--- config.mk ---
export PLATFORM = sky130hd
export DESIGN_NAME = ictr_channel
export DESIGN_NICKNAME = d
export VERILOG_FILES = /design/src/rtl/ictr_pkg.sv /design/src/rtl/ictr_gate_edge.sv /design/src/rtl/ictr_elapse.sv /design/src/rtl/ictr_out_law.sv /design/src/rtl/ictr_channel.sv
export SDC_FILE = /design/constraint.sdc
export NUM_CORES = 1
export LEC_CHECK = 0
export BUFFER_PORTS_ARGS = -buffer_cell sky130_fd_sc_hd__clkbuf_2
export CAP_MARGIN = 20
export CORE_MARGIN = 1.5
export CORE_UTILIZATION = 30
export DETAILED_ROUTE_END_ITERATION = 8
export RECOVER_POWER = 25
export SETUP_SLACK_MARGIN = 0.1
export SLEW_MARGIN = 20
export SYNTH_ARGS = -nofsm -noshare
export SYNTH_HDL_FRONTEND = slang
export SYNTH_SLANG_ARGS = --single-unit
--- constraint.sdc ---
create_clock -name clk -period 6.3 [get_ports clk]
set_input_delay 0.945 -clock clk [delete_from_list [all_inputs] [get_ports clk]]
set_output_delay 0.945 -clock clk [all_outputs]
set_load 0.05 [all_outputs]
--- src/rtl/ictr_pkg.sv ---
// Shared types for the interval counter channel.
// Assumes mode codes 6 and 7 are aliases of the rate and square modes.
package ictr_pkg;

    typedef enum logic [2:0] {
        M_TERM    = 3'd0,
        M_ONESHOT = 3'd1,
        M_RATE    = 3'd2,
        M_SQUARE  = 3'd3,
        M_SWSTB   = 3'd4,
        M_HWSTB   = 3'd5
    } mode_e;

    // Map a raw 3-bit code onto one of the six modes.
    function automatic mode_e fold_mode(input logic [2:0] code);
        if (code[2:1] == 2'b11) begin
            return mode_e'({1'b0, code[1:0]});
        end
        return mode_e'(code);
    endfunction

    // True for modes in which a gate rising edge restarts the period.
    function automatic logic gate_restarts(input mode_e m);
        return (m == M_ONESHOT) || (m == M_RATE) || (m == M_SQUARE) || (m == M_HWSTB);
    endfunction

    // True for modes that stay idle after a load until a gate edge.
    function automatic logic waits_for_gate(input mode_e m);
        return (m == M_ONESHOT) || (m == M_HWSTB);
    endfunction

    // True for modes whose elapsed count wraps every reload period.
    function automatic logic is_periodic(input mode_e m);
        return (m == M_RATE) || (m == M_SQUARE);
    endfunction

endpackage

--- src/rtl/ictr_gate_edge.sv ---
// Gate rising-edge detector.
// Assumes the gate is already synchronous to clk.
module ictr_gate_edge (
    input  logic clk,
    input  logic rst_n,
    input  logic gate,
    output logic rise
);
    logic gate_q;

    // Remember the previous gate level.
    always_ff @(posedge clk) begin
        if (!rst_n) gate_q <= 1'b0;
        else        gate_q <= gate;
    end

    assign rise = gate & ~gate_q;
endmodule

--- src/rtl/ictr_elapse.sv ---
// Elapsed-tick state of the channel: reload value, mode, elapsed count and
// the sticky flags the output law needs. Load has priority over a gate
// restart, and a gate restart has priority over a tick.
// Assumes CW >= 2; the reload register is CW+1 bits so it can hold 2**CW.
module ictr_elapse
    import ictr_pkg::*;
#(
    parameter int CW = 16
) (
    input  logic          clk,
    input  logic          rst_n,
    input  logic          tick,
    input  logic          load,
    input  logic [CW-1:0] load_val,
    input  logic [2:0]    load_mode,
    input  logic          rise,
    output mode_e         mode_q,
    output logic [CW:0]   reload_q,
    output logic [CW:0]   elapsed_q,
    output logic          hit_q,
    output logic          over_q,
    output logic          ran_q,
    output logic          armed_q
);
    localparam int NW = CW + 1;
    localparam logic [NW-1:0] FULL = {1'b1, {CW{1'b0}}};

    mode_e         new_mode;
    logic [NW-1:0] new_reload;
    logic [NW-1:0] inc;
    logic [NW-1:0] elapsed_nxt;

    // Decode the incoming load and the next elapsed value.
    always_comb begin
        new_mode    = fold_mode(load_mode);
        new_reload  = (load_val == '0) ? FULL : {1'b0, load_val};
        inc         = elapsed_q + 1'b1;
        elapsed_nxt = (is_periodic(mode_q) && inc == reload_q) ? '0 : inc;
    end

    // Update mode, reload, elapsed count and flags.
    always_ff @(posedge clk) begin
        if (!rst_n) begin
            mode_q    <= M_SQUARE;
            reload_q  <= FULL;
            elapsed_q <= '0;
            hit_q     <= 1'b0;
            over_q    <= 1'b0;
            ran_q     <= 1'b0;
            armed_q   <= 1'b1;
        end else if (load) begin
            mode_q    <= new_mode;
            reload_q  <= new_reload;
            elapsed_q <= '0;
            hit_q     <= 1'b0;
            over_q    <= 1'b0;
            ran_q     <= 1'b0;
            armed_q   <= !waits_for_gate(new_mode);
        end else if (rise && gate_restarts(mode_q)) begin
            elapsed_q <= '0;
            hit_q     <= 1'b0;
            over_q    <= 1'b0;
            ran_q     <= 1'b0;
            armed_q   <= 1'b1;
        end else if (tick && armed_q) begin
            elapsed_q <= elapsed_nxt;
            ran_q     <= 1'b1;
            hit_q     <= hit_q | (inc == reload_q);
            over_q    <= over_q | hit_q;
        end
    end
endmodule

--- src/rtl/ictr_out_law.sv ---
// Output and count laws of the six modes, evaluated from the elapsed state.
// Assumes elapsed < reload in the periodic modes.
module ictr_out_law
    import ictr_pkg::*;
#(
    parameter int CW = 16
) (
    input  mode_e         mode,
    input  logic [CW:0]   reload,
    input  logic [CW:0]   elapsed,
    input  logic          hit,
    input  logic          over,
    input  logic          ran,
    input  logic          armed,
    output logic          out_o,
    output logic [CW-1:0] count_o
);
    localparam int NW = CW + 1;

    logic [NW:0] dbl;
    logic [NW:0] dbl_w;
    logic [NW:0] half;

    // Pick the output level and count for the current mode.
    always_comb begin
        dbl     = {elapsed, 1'b0};
        dbl_w   = (dbl >= {1'b0, reload}) ? dbl - {1'b0, reload} : dbl;
        half    = ({1'b0, reload} + 1'b1) >> 1;
        count_o = CW'(reload - elapsed);
        out_o   = 1'b0;
        case (mode)
            M_TERM:    out_o = hit;
            M_ONESHOT: out_o = armed && !hit;
            M_RATE:    out_o = ran && (elapsed == '0);
            M_SQUARE: begin
                out_o   = {1'b0, elapsed} < half;
                count_o = CW'({1'b0, reload} - dbl_w);
            end
            M_SWSTB,
            M_HWSTB:   out_o = armed && hit && !over;
            default:   out_o = 1'b0;
        endcase
    end
endmodule

--- src/rtl/ictr_channel.sv ---
// Top of one interval counter channel: gate edge detector, elapsed state
// and output law. Assumes tick, load and gate are synchronous to clk.
module ictr_channel
    import ictr_pkg::*;
#(
    parameter int CW = 16
) (
    input  logic          clk,
    input  logic          rst_n,
    input  logic          tick,
    input  logic          load,
    input  logic [CW-1:0] load_val,
    input  logic [2:0]    load_mode,
    input  logic          gate,
    output logic          out_wave,
    output logic [CW-1:0] count_now
);
    logic        gate_rise;
    mode_e       mode_q;
    logic [CW:0] reload_q;
    logic [CW:0] elapsed_q;
    logic        hit_q, over_q, ran_q, armed_q;

    ictr_gate_edge u_edge (
        .clk   (clk),
        .rst_n (rst_n),
        .gate  (gate),
        .rise  (gate_rise)
    );

    ictr_elapse #(.CW(CW)) u_elapse (
        .clk       (clk),
        .rst_n     (rst_n),
        .tick      (tick),
        .load      (load),
        .load_val  (load_val),
        .load_mode (load_mode),
        .rise      (gate_rise),
        .mode_q    (mode_q),
        .reload_q  (reload_q),
        .elapsed_q (elapsed_q),
        .hit_q     (hit_q),
        .over_q    (over_q),
        .ran_q     (ran_q),
        .armed_q   (armed_q)
    );

    ictr_out_law #(.CW(CW)) u_law (
        .mode    (mode_q),
        .reload  (reload_q),
        .elapsed (elapsed_q),
        .hit     (hit_q),
        .over    (over_q),
        .ran     (ran_q),
        .armed   (armed_q),
        .out_o   (out_wave),
        .count_o (count_now)
    );
endmodule

Word level (Yosys, flattened, before mapping):

Cells that the tools add are included.

* add/sub/neg operators: 5
* $lt $le $gt $ge: 2
* equal/unequal tests: 9
* multiplexer cells: 10
* bitwise gates (word level): 5
* reductions and logical operators: 21

Operator list (count)
* subtractor 16 bit: 3
* 2-to-1 mux 17 bit: 2
* 2-to-1 mux 16 bit: 2
* adder 17 x 1 -> 18 bit (second input constant): 1
* greater-or-equal comparator 18 x 17 -> 1 bit: 1
* adder 17 x 1 -> 17 bit (second input constant): 1
* == test 17 bit: 1
* zero test 17 bit: 1
* < comparator 17 bit: 1
* zero test 16 bit: 1
* == test 3 bit (second input constant): 3
* logical AND 1 bit: 7
* == test 3 x 1 -> 1 bit (second input constant): 2
* == test 3 x 2 -> 1 bit (second input constant): 2
* 2-to-1 mux 3 bit: 2
* logical OR 1 bit: 5
* case mux 1 bit (5 select lines): 1
* zero test 1 bit: 3
* zero test 3 bit: 1
* 2-to-1 mux 1 bit: 3
* OR reduction 3 bit: 1
* == test 2 bit (second input constant): 1
* NOT 1 bit: 2
* OR 1 bit: 2
* other kinds (3): 3

* register bits after elaboration: 42
* bits of input ports: 24
* output and inout port bits: 17
* word-level logic and storage cells: 60

Depth between registers and ports, before layout:

Gate-level depths: netlist (run 1).

* depth in word-level cells: 7
* depth in mapped cells: 24
* depth with buffers taken out: 22

Cells and area by module:

From an unflattened synthesis (run 1), not the netlist that was laid out.

* cell total of the unflattened synthesis: 626
* area total of the unflattened synthesis: 4888.4 µm²

By module, submodules not included
* ictr_out_law: instances 1, cells an instance 350, area each 2522.4 µm², sequential area each 0.0 µm²
* ictr_elapse: instances 1, cells an instance 273, area each 2326.0 µm², sequential area each 820.8 µm²
* ictr_gate_edge: instances 1, cells an instance 3, area each 40.0 µm², sequential area each 20.0 µm²

Worst setup path after synthesis (run 1):

OpenSTA, ideal clock, no wires.

* path type: register to output
* from: register u_elapse.reload_q[0]
* to: output count_now[15]
* arrival time: 5.387 ns
* data required time: 5.355 ns
* setup slack: -0.032 ns
* cell stages (with the launch flop): 22
* path buffers: 1
* path through: dfxtp_1 -> inv_1 -> fa_1 -> a211oi_1 -> o21ai_0 -> a21oi_1 -> o21ai_0 -> a21oi_1 -> nand2_1 -> clkbuf_1 -> a211oi_1 -> a21oi_1 -> ha_1 -> o21a_1 -> o31a_1 -> o41ai_1 -> o21ai_0 -> o211a_1 -> a21o_1 -> a21oi_1 -> o21ai_0 -> xnor2_1

* longest elaborated chain between the ends: 4
* elaborated cells between the ends (all ways): 6
* those cells by class: add/sub (3); order compare (1); mux (2)

Ends and longest elaborated chain
* start, declared: RTL line ictr_elapse.sv:18 `output logic [CW:0] reload_q,`
* start signal, assigned: RTL line ictr_elapse.sv:53 `reload_q <= new_reload;`
* subtractor 16 bit or greater-or-equal comparator 18 x 17 -> 1 bit (tied branches): RTL line ictr_out_law.sv:27 `dbl_w = (dbl >= {1'b0, reload}) ? dbl - {1'b0, reload} : dbl;`
* 2-to-1 mux 16 bit: RTL line ictr_out_law.sv:27
* subtractor 16 bit: RTL line ictr_out_law.sv:37 `count_o = CW'({1'b0, reload} - dbl_w);`
* 2-to-1 mux 16 bit *: RTL line ictr_out_law.sv:31 `case (mode)`
* end, declared: RTL line ictr_channel.sv:16 `output logic [CW-1:0] count_now`

Mark *: on every way between the ends. The rest lies on a longest branch, timed or not.

Final worst setup path (run 1):

* from: register u_elapse.reload_q[2]
* to: output count_now[15]

Same word-level chain as after synthesis.

==> results.md, run 1 <==
Run status:
- The flow ran to the end, but the final reports show violations.
- The checks that failed: capacitance limit, slew limit.

Clocking:
- The buffer type at the clock tree root is sky130_fd_sc_hd__clkbuf_16.
- The clock passes through at most 2 buffers.
- At the later pin of the worst-skew pair, clock insertion delay measures ~0.28 ns.
- The total number of clock tree sinks is 42.
- Clock-pin slew was measured on the worst setup and hold paths at 0.06 ns.
- The number of hold buffers added after CTS is 0.
- The H-tree level count is 2.
- TritonCTS built the clock tree.
- The total CTS buffers is 5.

Timing:
- The relative max-transition margin is -0.0621.
- The summed negative setup slack over all endpoints is 0 ns.
- At the pin with the least slew margin, the transition time is around 1.6 ns.
- The share of the cycle needed by the critical path after routing is 0.933.
- The clock period minus final worst setup slack is about 5.9 ns.
- The final count of hold timing violations was 0.
- Setup repair after global routing could not meet its margin everywhere.
- The number of max-slew violations in the final report is 25.
- The worst hold slack is 0.470 ns.
- The number of failing setup endpoints in the final timing report is 0.
- Clock skew on the completed layout was measured at 0.00375 ns.
- The maximum achievable frequency is 170 MHz.

Cells and area:
- The layout cell share with drive strength beyond 1 is 0.152.
- The area of the multi-input gates is between 0.003 and 0.004 sq mm.
- Counting the fill cells in the layout gives 1623.
- The sequential cell area in the final layout is 842 sq um.
- The signed area change from the synthesized netlist to the final layout is 18.2%.
- The number of nets in the finished design is around 740.
- Summing all non-filler instances in the final layout gives an area of approximately 0.0056 sq mm.
- The number of antenna diodes in the final layout is 0.

Yosys:
- The mean cell area of the mapped netlist is between 7 and 8 sq um.
- The most used flip-flop cell after synthesis is sky130_fd_sc_hd__dfxtp_1.
- Of the post-synthesis cell area, the dominant cell type holds 0.179.
- The gate count after technology mapping is 606.
- The netlist uses 59 different library cells.
- Yosys printed 0 warnings.
- In the post-synthesis netlist, the biggest area contributors are sky130_fd_sc_hd__dfxtp_1, sky130_fd_sc_hd__ha_1, sky130_fd_sc_hd__xnor2_1.
- When the netlist entered floorplanning its net count stood at roughly 680.
- The summed instance area of the synthesized netlist is 0.00470 sq mm.
- The total of flip-flops plus latches after synthesis is 42.
- The number of enable-type register cells in the synthesized netlist is 0.
- The post-synthesis async set-or-reset flop share is 0.
- The fraction of the yosys area taken by sequential cells is 0.179.
- The cell type with the largest total area after synthesis is sky130_fd_sc_hd__dfxtp_1.

Pwr:
- The power per unit of standard cell area is between 150 and 200 mW/mm^2.
- The maximum resistive drop on vdd is between 0.1 and 0.15 mV.
- The leakage dissipation is 0.00227 uW.
- The power consumption is 1040 uW.

Die:
- The die span in y is roughly 130 um.
- For this design the top-level I/O count stands at 41.
- The die covers 0.0164 sq mm.
- The area of the core is 0.0153 sq mm.
- The initial core utilization is 0.308.
- The number of placement rows is 45.
- In this run the horizontal extent of the chip is ~130 um.

Global routing:
- The overflow left after global routing is 0.
- The pin count of the biggest net entering global routing is 25.
- The first-pass GRT wire length is about 21 mm.
- The initial antenna violation count is 0.
- In the global route stage, overall resource usage came out at 0.163.
- The number of global-route vias before repair is 4136.

Route:
- In this run, the number of DRC markers left after iteration 0 of detailed routing was 325.
- The via count of the routed design is 4399.
- The wire length per cell is 15.3 um.
- Dividing the detail-routed via count by the number of cells gives 5.06.
- In this run the remaining antenna-violating nets after routing total 0.
- The DRC violation count after routing is 0.
- The overall routed net length is 13.3 mm.
- The length of the first detailed-routing pass in iterations is 5.

Setup path:
- In this run the worst path has a maximum fanout of 16.
- STA classifies the critical path endpoint as a primary output.
- The critical path goes through inv_1 -> ha_1 -> a211oi_2 -> o21ai_0 -> a21oi_1 -> o21ai_0 -> a21oi_1 -> nand2_1 -> buf_4 -> a211oi_1 -> a21oi_1 -> ha_1 -> o21a_1 -> o31a_1 -> o41ai_4 -> o21ai_1 -> o211a_1 -> a21o_1 -> a21oi_2 -> o21ai_1 -> xnor2_2 -> buf_12.
- The library cell appearing most often on the critical path is sky130_fd_sc_hd__a21oi_1.
- STA puts the critical path data required time at 5.35 ns.
- The master of the slowest instance on the critical path is sky130_fd_sc_hd__ha_1.
- The classification of the worst setup path is reg2out.
- For the worst setup path, the data arrival time is 4.93 ns.
- STA classifies the critical path startpoint as a flip-flop.
- On the worst path, the slowest cell contributes a delay of 0.40 ns.

Placed design:
- Routability-driven placement finished with a final weighted congestion of 0.902.
- The quantity of I/O buffers inserted on ports is 40.
- After detailed placement, the total cell area comes to 0.00531 sq mm.
- Detailed placement ended at an HPWL of 10.9 mm.

Flow run:
- The tool flagged a number of max-cap violations equal to 1.

Worst hold path:
- The type of the worst min-delay path is reg2reg.
repair_timing:
action | CTS | global route
resized for setup | 0 | 10
buffers inserted | 0 | 0
endpoints found under the setup margin | 0 | 3
final timing paths:
path | start | endpoint | slack, ns | cells past startpoint
min | u_elapse.over_q$_SDFFE_PP0P_ | u_elapse.over_q$_SDFFE_PP0P_ | 0.47 | 2
max reg2reg | u_elapse.elapsed_q[0]$_SDFFE_PP0P_ | u_elapse.elapsed_q[13]$_SDFFE_PP0P_ | 3.01 | 11
min reg2reg | u_elapse.over_q$_SDFFE_PP0P_ | u_elapse.over_q$_SDFFE_PP0P_ | 0.47 | 2
max | u_elapse.reload_q[2]$_SDFFE_PN0P_ | count_now[15] | 0.42 | 22
cell type report:
cell class	instances	area share
inverters	36	0.0243
clock buffers	6	0.0250
clock inverters	2	0.0108
well taps	211	0.0476
flip-flops and latches	42	0.152
repair buffers	72	0.0870
multi-input cells	501	0.654
placed cells by master, fill, tap and decap left out, types with 6 or more instances in the layout:
| cell type | count |
|---|---|
| sky130_fd_sc_hd__nor2_1 | 63 |
| sky130_fd_sc_hd__xnor2_1 | 60 |
| sky130_fd_sc_hd__ha_1 | 51 |
| sky130_fd_sc_hd__a21oi_1 | 43 |
| sky130_fd_sc_hd__nand2_1 | 41 |
| sky130_fd_sc_hd__dfxtp_1 | 41 |
| sky130_fd_sc_hd__inv_1 | 36 |
| sky130_fd_sc_hd__clkbuf_2 | 35 |
| sky130_fd_sc_hd__buf_4 | 32 |
| sky130_fd_sc_hd__mux2i_1 | 29 |
| sky130_fd_sc_hd__nor2b_1 | 27 |
| sky130_fd_sc_hd__nand3_1 | 22 |
| sky130_fd_sc_hd__o21ai_0 | 21 |
| sky130_fd_sc_hd__xor2_1 | 17 |
| sky130_fd_sc_hd__nor3_1 | 11 |
| sky130_fd_sc_hd__nor4_1 | 11 |
| sky130_fd_sc_hd__a211oi_1 | 9 |
| sky130_fd_sc_hd__nand4_1 | 8 |
| sky130_fd_sc_hd__a21o_1 | 7 |
| sky130_fd_sc_hd__or3_1 | 6 |
critical path, delay by kind of cell, from the launching register on:
| family | cells | cell delay (ns) |
|---|---|---|
| xor gates and xnor gates | 1 | 0.22 |
| DFF | 1 | 0.35 |
| and+or+nand+nor | 1 | 0.13 |
| AOI/OAI and AO/OA | 15 | 2.74 |
| adders and majority gates | 2 | 0.75 |
| buffers and inverters | 3 | 0.46 |
metrics by stage:
stage | setup slack, ns | std cells | util
detailed placement | 0.413 | 862 | 0.348
CTS | 0.101 | 870 | 0.361
global placement | 0.478 | 862 | 0.348
finish | 0.421 | 870 | 0.364
global route | 0.0570 | 870 | 0.364
floorplan | 0.232 | 606 | -
report_power, final:
group | leakage [uW] | switching (uW) | internal, uW
sequential | 0.000343 | 7.25 | 274
combinational | 0.00183 | 256 | 155
clock | 0.0000971 | 108 | 238
cells in the mapped netlist (3+ instances only):
master	count
sky130_fd_sc_hd__nand3_1	22
sky130_fd_sc_hd__a21oi_1	45
sky130_fd_sc_hd__o31ai_1	3
sky130_fd_sc_hd__or3_1	6
sky130_fd_sc_hd__nor3_1	11
sky130_fd_sc_hd__xor2_1	17
sky130_fd_sc_hd__nand4_1	8
sky130_fd_sc_hd__nand2_1	41
sky130_fd_sc_hd__and3_1	5
sky130_fd_sc_hd__a21o_1	7
sky130_fd_sc_hd__buf_2	3
sky130_fd_sc_hd__nand2b_1	4
sky130_fd_sc_hd__dfxtp_1	42
sky130_fd_sc_hd__ha_1	51
sky130_fd_sc_hd__a211oi_1	10
sky130_fd_sc_hd__buf_4	8
sky130_fd_sc_hd__nor2_1	63
sky130_fd_sc_hd__xnor2_1	61
sky130_fd_sc_hd__o21ai_0	23
sky130_fd_sc_hd__a31oi_1	3
sky130_fd_sc_hd__and2_1	5
sky130_fd_sc_hd__inv_1	36
sky130_fd_sc_hd__mux2_2	3
sky130_fd_sc_hd__nor4_1	11
sky130_fd_sc_hd__o211ai_1	3
sky130_fd_sc_hd__clkbuf_1	14
sky130_fd_sc_hd__o21a_1	5
sky130_fd_sc_hd__mux2i_1	29
sky130_fd_sc_hd__nor2b_1	27
sky130_fd_sc_hd__o21bai_1	4
flip-flops by register name (all words and copies together), names as in the netlist:
| register | cells |
|---|---|
| u_elapse.elapsed_q | 17 |
| u_edge.gate_q | 1 |
| u_elapse.mode_q | 3 |
| u_elapse.armed_q | 1 |
| u_elapse.over_q | 1 |
| u_elapse.hit_q | 1 |
| u_elapse.ran_q | 1 |
| u_elapse.reload_q | 17 |
metal layers:
metal	wire length (um)	track usage	part of all wire	up-vias
li1	-	-	-	2226
met2	5230	0.239	0.39	143
met3	662	0.0138	0.050	19
met1	7180	0.254	0.54	2011
met5	0	0	0	-
met4	223	0.0403	0.017	0
logic make-up (layout without fill, tap and decap cells):
logic type	after synthesis	in the layout	synth area share
simple gates	217	217	0.239
xor+xnor	78	78	0.145
buf+inv	63	116	0.0591
mux	32	32	0.0690
flops	42	42	0.179
fa+ha+maj	53	53	0.144
compound gates	121	121	0.164
No activity file was read; power rests on OpenSTA's default activity.
==> inputs of run 2 (changes only) <==
==> constraint.sdc (replaced) <==
create_clock -name clk -period 6.4 [get_ports clk]
set_input_delay 0.96 -clock clk [delete_from_list [all_inputs] [get_ports clk]]
set_output_delay 0.96 -clock clk [all_outputs]
set_load 0.05 [all_outputs]
==> run 2 against run 1 <==
  * The run now ends clean
  * Combinational power decreased by 3%
  * First-iteration DRC count increased by 7.7%
  * Clock skew increased by 0.0055 ns
  * Hold slack got worse by 0.0070 ns
  * Worst setup slack improved by 0.13 ns
  * Clock-buffer cell count unchanged
  * Design area decreased by 0.81%
  * Critical path depth unchanged
  * Cell count increased by 0.11%
  * Critical endpoint unchanged
==> results.md, run 2 (synthesized netlist as in run 1, its figures left out) <==
Die:
- The floorplan step set the die width to 128 um.
- Row generation in the floorplan step produced 45 rows.
- For this design the top-level I/O count stands at 41.
- The region available for standard cell placement spans 0.0153 sq mm.
- The die footprint is between 0.015 and 0.02 sq mm.
- The die is around 130 um tall.
- The initial utilization of the core area, before any placement, comes to 0.308.

Flow run:
- The reported max-cap violation count is 0.

Cells and area:
- In the final layout, the registers with the most flip-flops are u_elapse.elapsed_q x17, u_elapse.reload_q x17, u_elapse.mode_q x3.
- The commonest non-fill, non-tap cell in the layout is sky130_fd_sc_hd__nor2_1.
- Relative to the synthesized area, the layout overhead comes to 17.2%.
- The layout cell share with drive strength beyond 1 is 0.148.
- The number of nets in the finished design is 736.
- The library cells used most frequently in the layout, excluding fill and tap cells, are sky130_fd_sc_hd__nor2_1, sky130_fd_sc_hd__xnor2_1, sky130_fd_sc_hd__ha_1, sky130_fd_sc_hd__a21oi_1, sky130_fd_sc_hd__dfxtp_1.
- 0 antenna diodes ended up in the layout.

Setup path:
- Along the worst path, the maximum fanout reaches 6.
- The maximum cell stage delay along the critical path is slightly below 0.5 ns.
- The capture instance of the worst register-to-register path is u_elapse.elapsed_q[6]$_SDFFE_PP0P_.
- The buffers plus inverters on the worst setup path is 2.
- The master of the slowest instance on the critical path is sky130_fd_sc_hd__fa_1.
- By startpoint and endpoint, the worst setup path is classified as reg2out.
- The signal on the critical path passes through inv_1 -> fa_1 -> a211oi_2 -> o21ai_0 -> a21oi_1 -> o21ai_0 -> a21oi_2 -> nand2_2 -> mux2i_1 -> nor2_1 -> a21oi_2 -> ha_1 -> nor2b_1 -> o31a_1 -> o41ai_2 -> o21ai_1 -> o211a_1 -> a21o_1 -> a21oi_1 -> o21ai_0 -> xnor2_2 -> buf_12.
- The worst path arrival time is slightly below 5 ns.
- The worst register-to-register path has a depth of 11.
- STA puts the critical path data required time at 5.44 ns.
- The library cell appearing most often on the critical path is sky130_fd_sc_hd__o21ai_0.
- The setup check on the worst reg-to-reg path leaves a slack of 3.22 ns.
- Among cell families on the critical path, the largest total delay comes from compound AO/OA/AOI/OAI gates.
- The total stage count of the critical path is 22.
- The kind of end point of the critical path is a primary output.
- The critical path launch point type is a flip-flop.
- The startpoint identified for the worst register-to-register timing path is u_elapse.elapsed_q[0]$_SDFFE_PP0P_.

Timing:
- Of the available clock period, the critical path in the final layout requires 0.915.
- The clock period minus final worst setup slack is 5.85 ns.
- Setup repair after global routing left no endpoint under its margin.
- The slack of the critical path is 0.546 ns.
- Static timing analysis puts the maximum clock frequency at 171 MHz.
- In the final timing run, aggregate negative setup slack is 0 ns.
- Setup violations remaining at the end of the flow were counted as 0.
- The worst-margin pin slew is 1.45 ns.
- The final count of hold timing violations is 0.
- The number of max-slew violations in the final report is 0.
- For the final database, setup skew stands at 0.00923 ns.
- The relative max-transition margin is 0.0305.

Worst hold path:
- The worst hold path passes through 2 cells.
- The startpoint identified for the worst hold timing path is u_elapse.ran_q$_SDFFE_PP0P_.
- The type of the worst min-delay path is reg2reg.
- For hold timing, the worst endpoint is u_elapse.ran_q$_SDFFE_PP0P_.

Clocking:
- The total CTS buffers is 5.
- Counting every sink on the clock net gives 42.
- The H-tree level count is 2.
- The buffer depth of the longest clock path is 2.
- After clock tree synthesis, the setup repair step added 0 buffers.
- For the worst-skew pair, the clock arrives at the later sink with an insertion delay of 0.29 ns.
- The buffer type at the clock tree root is sky130_fd_sc_hd__clkbuf_16.
- After clock tree synthesis, the clock-pin slew on the worst setup and hold paths is 0.06 ns.
- The TritonCTS clock tree is yes.

Route:
- In the routed layout, each cell is associated on average with a via count of 4.85.
- The routed layout has 4227 vias.
- The residual antenna-violating net count after detailed routing is 0.
- After detailed routing, the total wire length is between 10 and 15 mm.
- The wire length per cell is 14.5 um.
- For this run, design rule violations remaining after detail routing come to 0.
- For this block, the initial DRC count from the detailed router was 350.
- The length of the first detailed-routing pass in iterations is 4.

Global routing:
- The number of global-route vias before repair is 3937.
- The first-pass GRT wire length is roughly 21 mm.
- After global routing the overflow that remains totals 0.
- The initial antenna violation count is 0.
- Entering global routing, the biggest net connects 26 pins.
- The overall routing resource usage is 0.160.

Placed design:
- The pre-CTS setup slack is 0.472 ns.
- After legalization and detailed placement, the total HPWL measured 10.6 mm.
- The global placement routability congestion is just under 0.9.
- The quantity of I/O buffers inserted on ports is 40.

Pwr:
- The worst-case IR drop observed on VDD is 0.124 mV.
- Summed over all cells, the static leakage comes to 0.00225 uW.
- Power spread over the standard cell area amounts to 174 mW/mm^2.

Run status:
- The run finished with clean final reports.
## run 2: cell types whose count changed in the layout (fill, tap and decap cells not counted), sizes merged
cell      previous run  this run
clkinvlp             0         1
bufinv               2         1
buf                 35        36
## run 2: cell type report
| type | count | area, sq um |
|---|---|---|
| tap | 211 | 264 |
| timing repair buffer | 73 | 490 |
| clock buffer | 6 | 129 |
| multi-input combinational | 501 | 3610 |
| clock inverter | 2 | 37.5 |
| inverter | 36 | 135 |
| sequential | 42 | 841 |
| fill | 1614 | 9750 |
## run 2: worst max-delay path by stage
stage                                 startpoint            end
6_report       u_elapse.reload_q[0]$_SDFFE_PN0P_  count_now[15]
3_3_place_gp   u_elapse.reload_q[0]$_SDFFE_PN0P_  count_now[15]
4_1_cts        u_elapse.reload_q[0]$_SDFFE_PN0P_  count_now[15]
5_1_grt        u_elapse.reload_q[0]$_SDFFE_PN0P_  count_now[15]
2_1_floorplan  u_elapse.reload_q[0]$_SDFFE_PN0P_  count_now[15]
3_5_place_dp   u_elapse.reload_q[0]$_SDFFE_PN0P_  count_now[15]
## run 2: metal layers
metal / routed length [um] / GRT usage / vias up
met5: 0 / 0 / -
met4: 86 / 0.0291 / 0
met3: 957 / 0.0146 / 6
met2: 5050 / 0.231 / 111
met1: 6570 / 0.256 / 1884
li1: - / - / 2226
## run 2: stage by stage
step | power, uW | util | std cells | hold slack [ns] | instance area [sq um]
after CTS | 966 | 0.359 | 871 | 0.468 | 5490
final | 960 | 0.361 | 871 | 0.463 | 5510
after global routing | 1010 | 0.361 | 871 | 0.484 | 5510
after detailed placement | 677 | 0.349 | 863 | 0.453 | 5320
after global placement | 677 | 0.349 | 863 | 0.448 | 5320
after floorplan | 569 | - | 606 | 0.428 | 4700
## run 2: where the power goes
part	switching (uW)	total, uW	internal [uW]
Combinational	246	397	150
Sequential	6.07	276	270
Clock	103	287	184
## run 2: worst min-delay path: cells and delay by family, from the launching register on
| family | cells | cell delay (ns) |
|---|---|---|
| flops | 1 | 0.32 |
| simple gates | 2 | 0.11 |
## run 2: timing repair
action	CTS	global route
hold buffers	0	0
setup endpoints to repair	0	3
resized for setup	0	6
hold endpoints to repair	0	0
==> inputs of run 3 (changes only) <==
--- a/config.mk
+++ b/config.mk
@@ -10,6 +10,7 @@
 export CORE_MARGIN = 1.5
 export CORE_UTILIZATION = 30
 export DETAILED_ROUTE_END_ITERATION = 8
+export GPL_TIMING_DRIVEN = 0
 export RECOVER_POWER = 25
 export SETUP_SLACK_MARGIN = 0.1
 export SLEW_MARGIN = 20
==> run 3 against run 2 <==
  * Die area unchanged
  * Sequential share of layout area up 0.53 points
  * Via count up 0.76%
  * Cell count down 0.57%
  * Critical path type unchanged
  * Largest cell class unchanged
  * Sequential cell count unchanged
  * Register-to-register slack better by 0.11 ns
  * Clock-buffer cell count unchanged
  * First-iteration DRC count down 9.7%
  * Non-clock buffer count down 5
==> results.md, run 3 (synthesized netlist as in run 1, its figures left out) <==
Run status:
- The run finished with clean final reports.

Cells and area:
- The top cell types in the final layout, fill and taps aside, are sky130_fd_sc_hd__nor2_1, sky130_fd_sc_hd__xnor2_1, sky130_fd_sc_hd__ha_1, sky130_fd_sc_hd__a21oi_1, sky130_fd_sc_hd__nand2_1.
- In the final layout, the registers with the most flip-flops are u_elapse.elapsed_q x17, u_elapse.reload_q x17, u_elapse.mode_q x3.
- The finished layout holds 866 standard cells, fillers aside.
- The net count of the finished layout is approximately 730.
- The area growth from synthesis to layout is 15.7%.
- The repair_antennas step left the layout with diodes totalling 0.
- The layout cell share with drive strength beyond 1 is 0.150.
- Leaving out fill and tap cells, the most frequent cell in the layout is sky130_fd_sc_hd__nor2_1.
- For this run, the share of the core covered by cells in the final layout is 0.356.

Setup path:
- The largest individual stage delay along the critical path comes from the cell sky130_fd_sc_hd__ha_1.
- The worst path arrival time is around 5.1 ns.
- The critical-path maximum fanout is 10.
- The critical path goes through buf_2 -> inv_1 -> ha_1 -> and3_1 -> nand2_1 -> nor2_1 -> a21oi_2 -> nand2_2 -> buf_4 -> nand2_1 -> o21ai_0 -> ha_1 -> inv_1 -> fa_1 -> a21o_1 -> a21oi_1 -> o21bai_1 -> a31o_2 -> a41oi_2 -> a211oi_1 -> o21a_1 -> nor2_1 -> xnor2_1 -> clkbuf_4.
- In this design, the stage delay of the slowest critical-path cell is 0.43 ns.
- The critical path is of the reg2out type.
- The required time at the worst-slack endpoint is 5.44 ns.
- The kind of end point of the critical path is a primary output.
- The worst setup path is launched from a flip-flop.

Flow run:
- Across the run, the number of max-cap violations was 0.

Route:
- For this block, the initial DRC count from the detailed router was 316.
- The via count of the routed design is 4259.
- The length of the first detailed-routing pass in iterations is 4.
- The DRC violation count after routing is 0.
- After detailed routing, the average wire length per cell comes to 14.5 um.
- The via density per instance is 4.92.
- The overall routed net length is 12.5 mm.
- The residual antenna-violating net count after detailed routing is 0.

Global routing:
- Entering global routing, the biggest net connects 14 pins.
- The initial antenna violation count is 0.
- The first-pass GRT wire length is just over 20 mm.
- Summed over all layers, the global routing overflow is 0.
- The overall routing resource usage is 0.156.
- The number of global-route vias before repair is 4075.

Die:
- For this design the top-level I/O count stands at 41.
- The floorplan step set the die height to 128 um.
- Row generation in the floorplan step produced 45 rows.
- The area of the core is 0.0153 sq mm.
- The die covers 0.0164 sq mm.
- The initial core utilization is 0.308.
- The die span in x is 128 um.

Timing:
- The setup skew after layout is 0.00237 ns.
- For this run, the top clock speed supported by timing is 164 MHz.
- For the finished layout, the period the worst path requires is 6.08 ns.
- At the pin with the least slew margin, the transition time is 0.686 ns.
- The final count of hold timing violations came to 0.
- The relative max-transition margin is 0.542.
- Of the available clock period, the critical path in the final layout requires 0.950.
- The number of max-slew violations in the final report is 0.
- Setup repair after global routing left no endpoint under its margin.
- The worst hold slack is 0.481 ns.
- Setup violations remaining at the end of the flow were counted as 0.

Worst hold path:
- The type of the worst min-delay path is reg2reg.

Placed design:
- The placed cell count is 856.
- At the end of routability-driven placement, the weighted congestion stood at approximately 0.88.
- The HPWL after detailed placement is 10.2 mm.
- Port buffering added 39 buffers.

Clocking:
- The TritonCTS clock tree is yes.
- The buffer depth of the longest clock path is 2.
- The total CTS buffers is 5.
- The total number of clock tree sinks is 42.
- After clock tree synthesis, the clock-pin slew on the worst setup and hold paths is around 0.060 ns.
- The buffer type at the clock tree root is sky130_fd_sc_hd__clkbuf_16.
- The H-tree level count is 2.
- Clock latency on the worst-skew pair, taken at its later pin, is between 0.2 and 0.3 ns.

Pwr:
- Summed over all cells, the static leakage comes to 0.00217 uW.
- The power per unit of standard cell area is approximately 170 mW/mm^2.
- The maximum resistive drop on vdd is 0.139 mV.
## run 3: cell types whose count changed in the layout (fill, tap and decap cells not counted), moves of 2 or more
cell,before,now
sky130_fd_sc_hd__a211oi_1,9,7
sky130_fd_sc_hd__a211oi_2,1,3
sky130_fd_sc_hd__a21oi_1,43,41
sky130_fd_sc_hd__a21oi_2,2,4
sky130_fd_sc_hd__buf_12,3,0
sky130_fd_sc_hd__buf_2,0,4
sky130_fd_sc_hd__buf_4,33,12
sky130_fd_sc_hd__clkbuf_1,3,15
sky130_fd_sc_hd__dfxtp_1,42,32
sky130_fd_sc_hd__dfxtp_2,0,8
sky130_fd_sc_hd__dfxtp_4,0,2
sky130_fd_sc_hd__o21ai_0,22,18
sky130_fd_sc_hd__o21ai_1,1,5
## run 3: path summary, 6_finish.rpt
check | slack, ns | start | end | cells after the start
worst max-delay path | 0.32 | u_elapse.reload_q[13]$_SDFFE_PN0P_ | count_now[14] | 24
worst min-delay path | 0.48 | u_elapse.over_q$_SDFFE_PP0P_ | u_elapse.over_q$_SDFFE_PP0P_ | 2
worst max register to register | 3.33 | u_elapse.elapsed_q[1]$_SDFFE_PP0P_ | u_elapse.elapsed_q[12]$_SDFFE_PP0P_ | 11
worst min register to register | 0.48 | u_elapse.over_q$_SDFFE_PP0P_ | u_elapse.over_q$_SDFFE_PP0P_ | 2
## run 3: critical path, delay by kind of cell (launching register included)
family                     cells  cell delay [ns]
and+or+nand+nor                6             0.79
DFF                            1             0.42
xor gates and xnor gates       1             0.12
AOI/OAI and AO/OA              9             1.58
adders and majority gates      3             1.03
buffers and inverters          5             0.90
## run 3: per-layer routing
layer	vias up	GRT usage	wire, um
met1	1949	0.230	6360
met3	4	0.0146	775
met5	-	0	0
met2	87	0.251	5300
li1	2219	-	-
met4	0	0.0264	82
## run 3: repair_timing
action,CTS,global route
buffers inserted,2,0
resized for setup,19,21
hold buffers,0,0
pin swaps,2,3
endpoints found under the setup margin,10,5
## run 3: cell type report
type	count	area, sq um
inverters	36	135
clock inverters	2	37.5
plain buffers	27	151
fillers	1642	9830
clock buffers	6	129
multi-input cells	501	3640
flip-flops and latches	42	858
well taps	211	264
repair buffers	41	219
## run 3: per-stage QoR
stage | power [uW] | setup slack, ns | cell area [sq um] | setup TNS, ns
2_1_floorplan | 569 | 0.317 | 4700 | 0
3_3_place_gp | 646 | -0.788 | 5160 | -2.49
5_1_grt | 995 | 0.0881 | 5430 | 0
3_5_place_dp | 648 | -0.816 | 5160 | -2.62
6_report | 945 | 0.318 | 5430 | 0
4_1_cts | 945 | 0.102 | 5400 | 0
## run 3: power by group
group / internal, uW / switching (uW) / total, uW
logic: 133 / 234 / 367
registers: 270 / 18.1 / 289
clock network: 184 / 106 / 290
total: 588 / 358 / 945
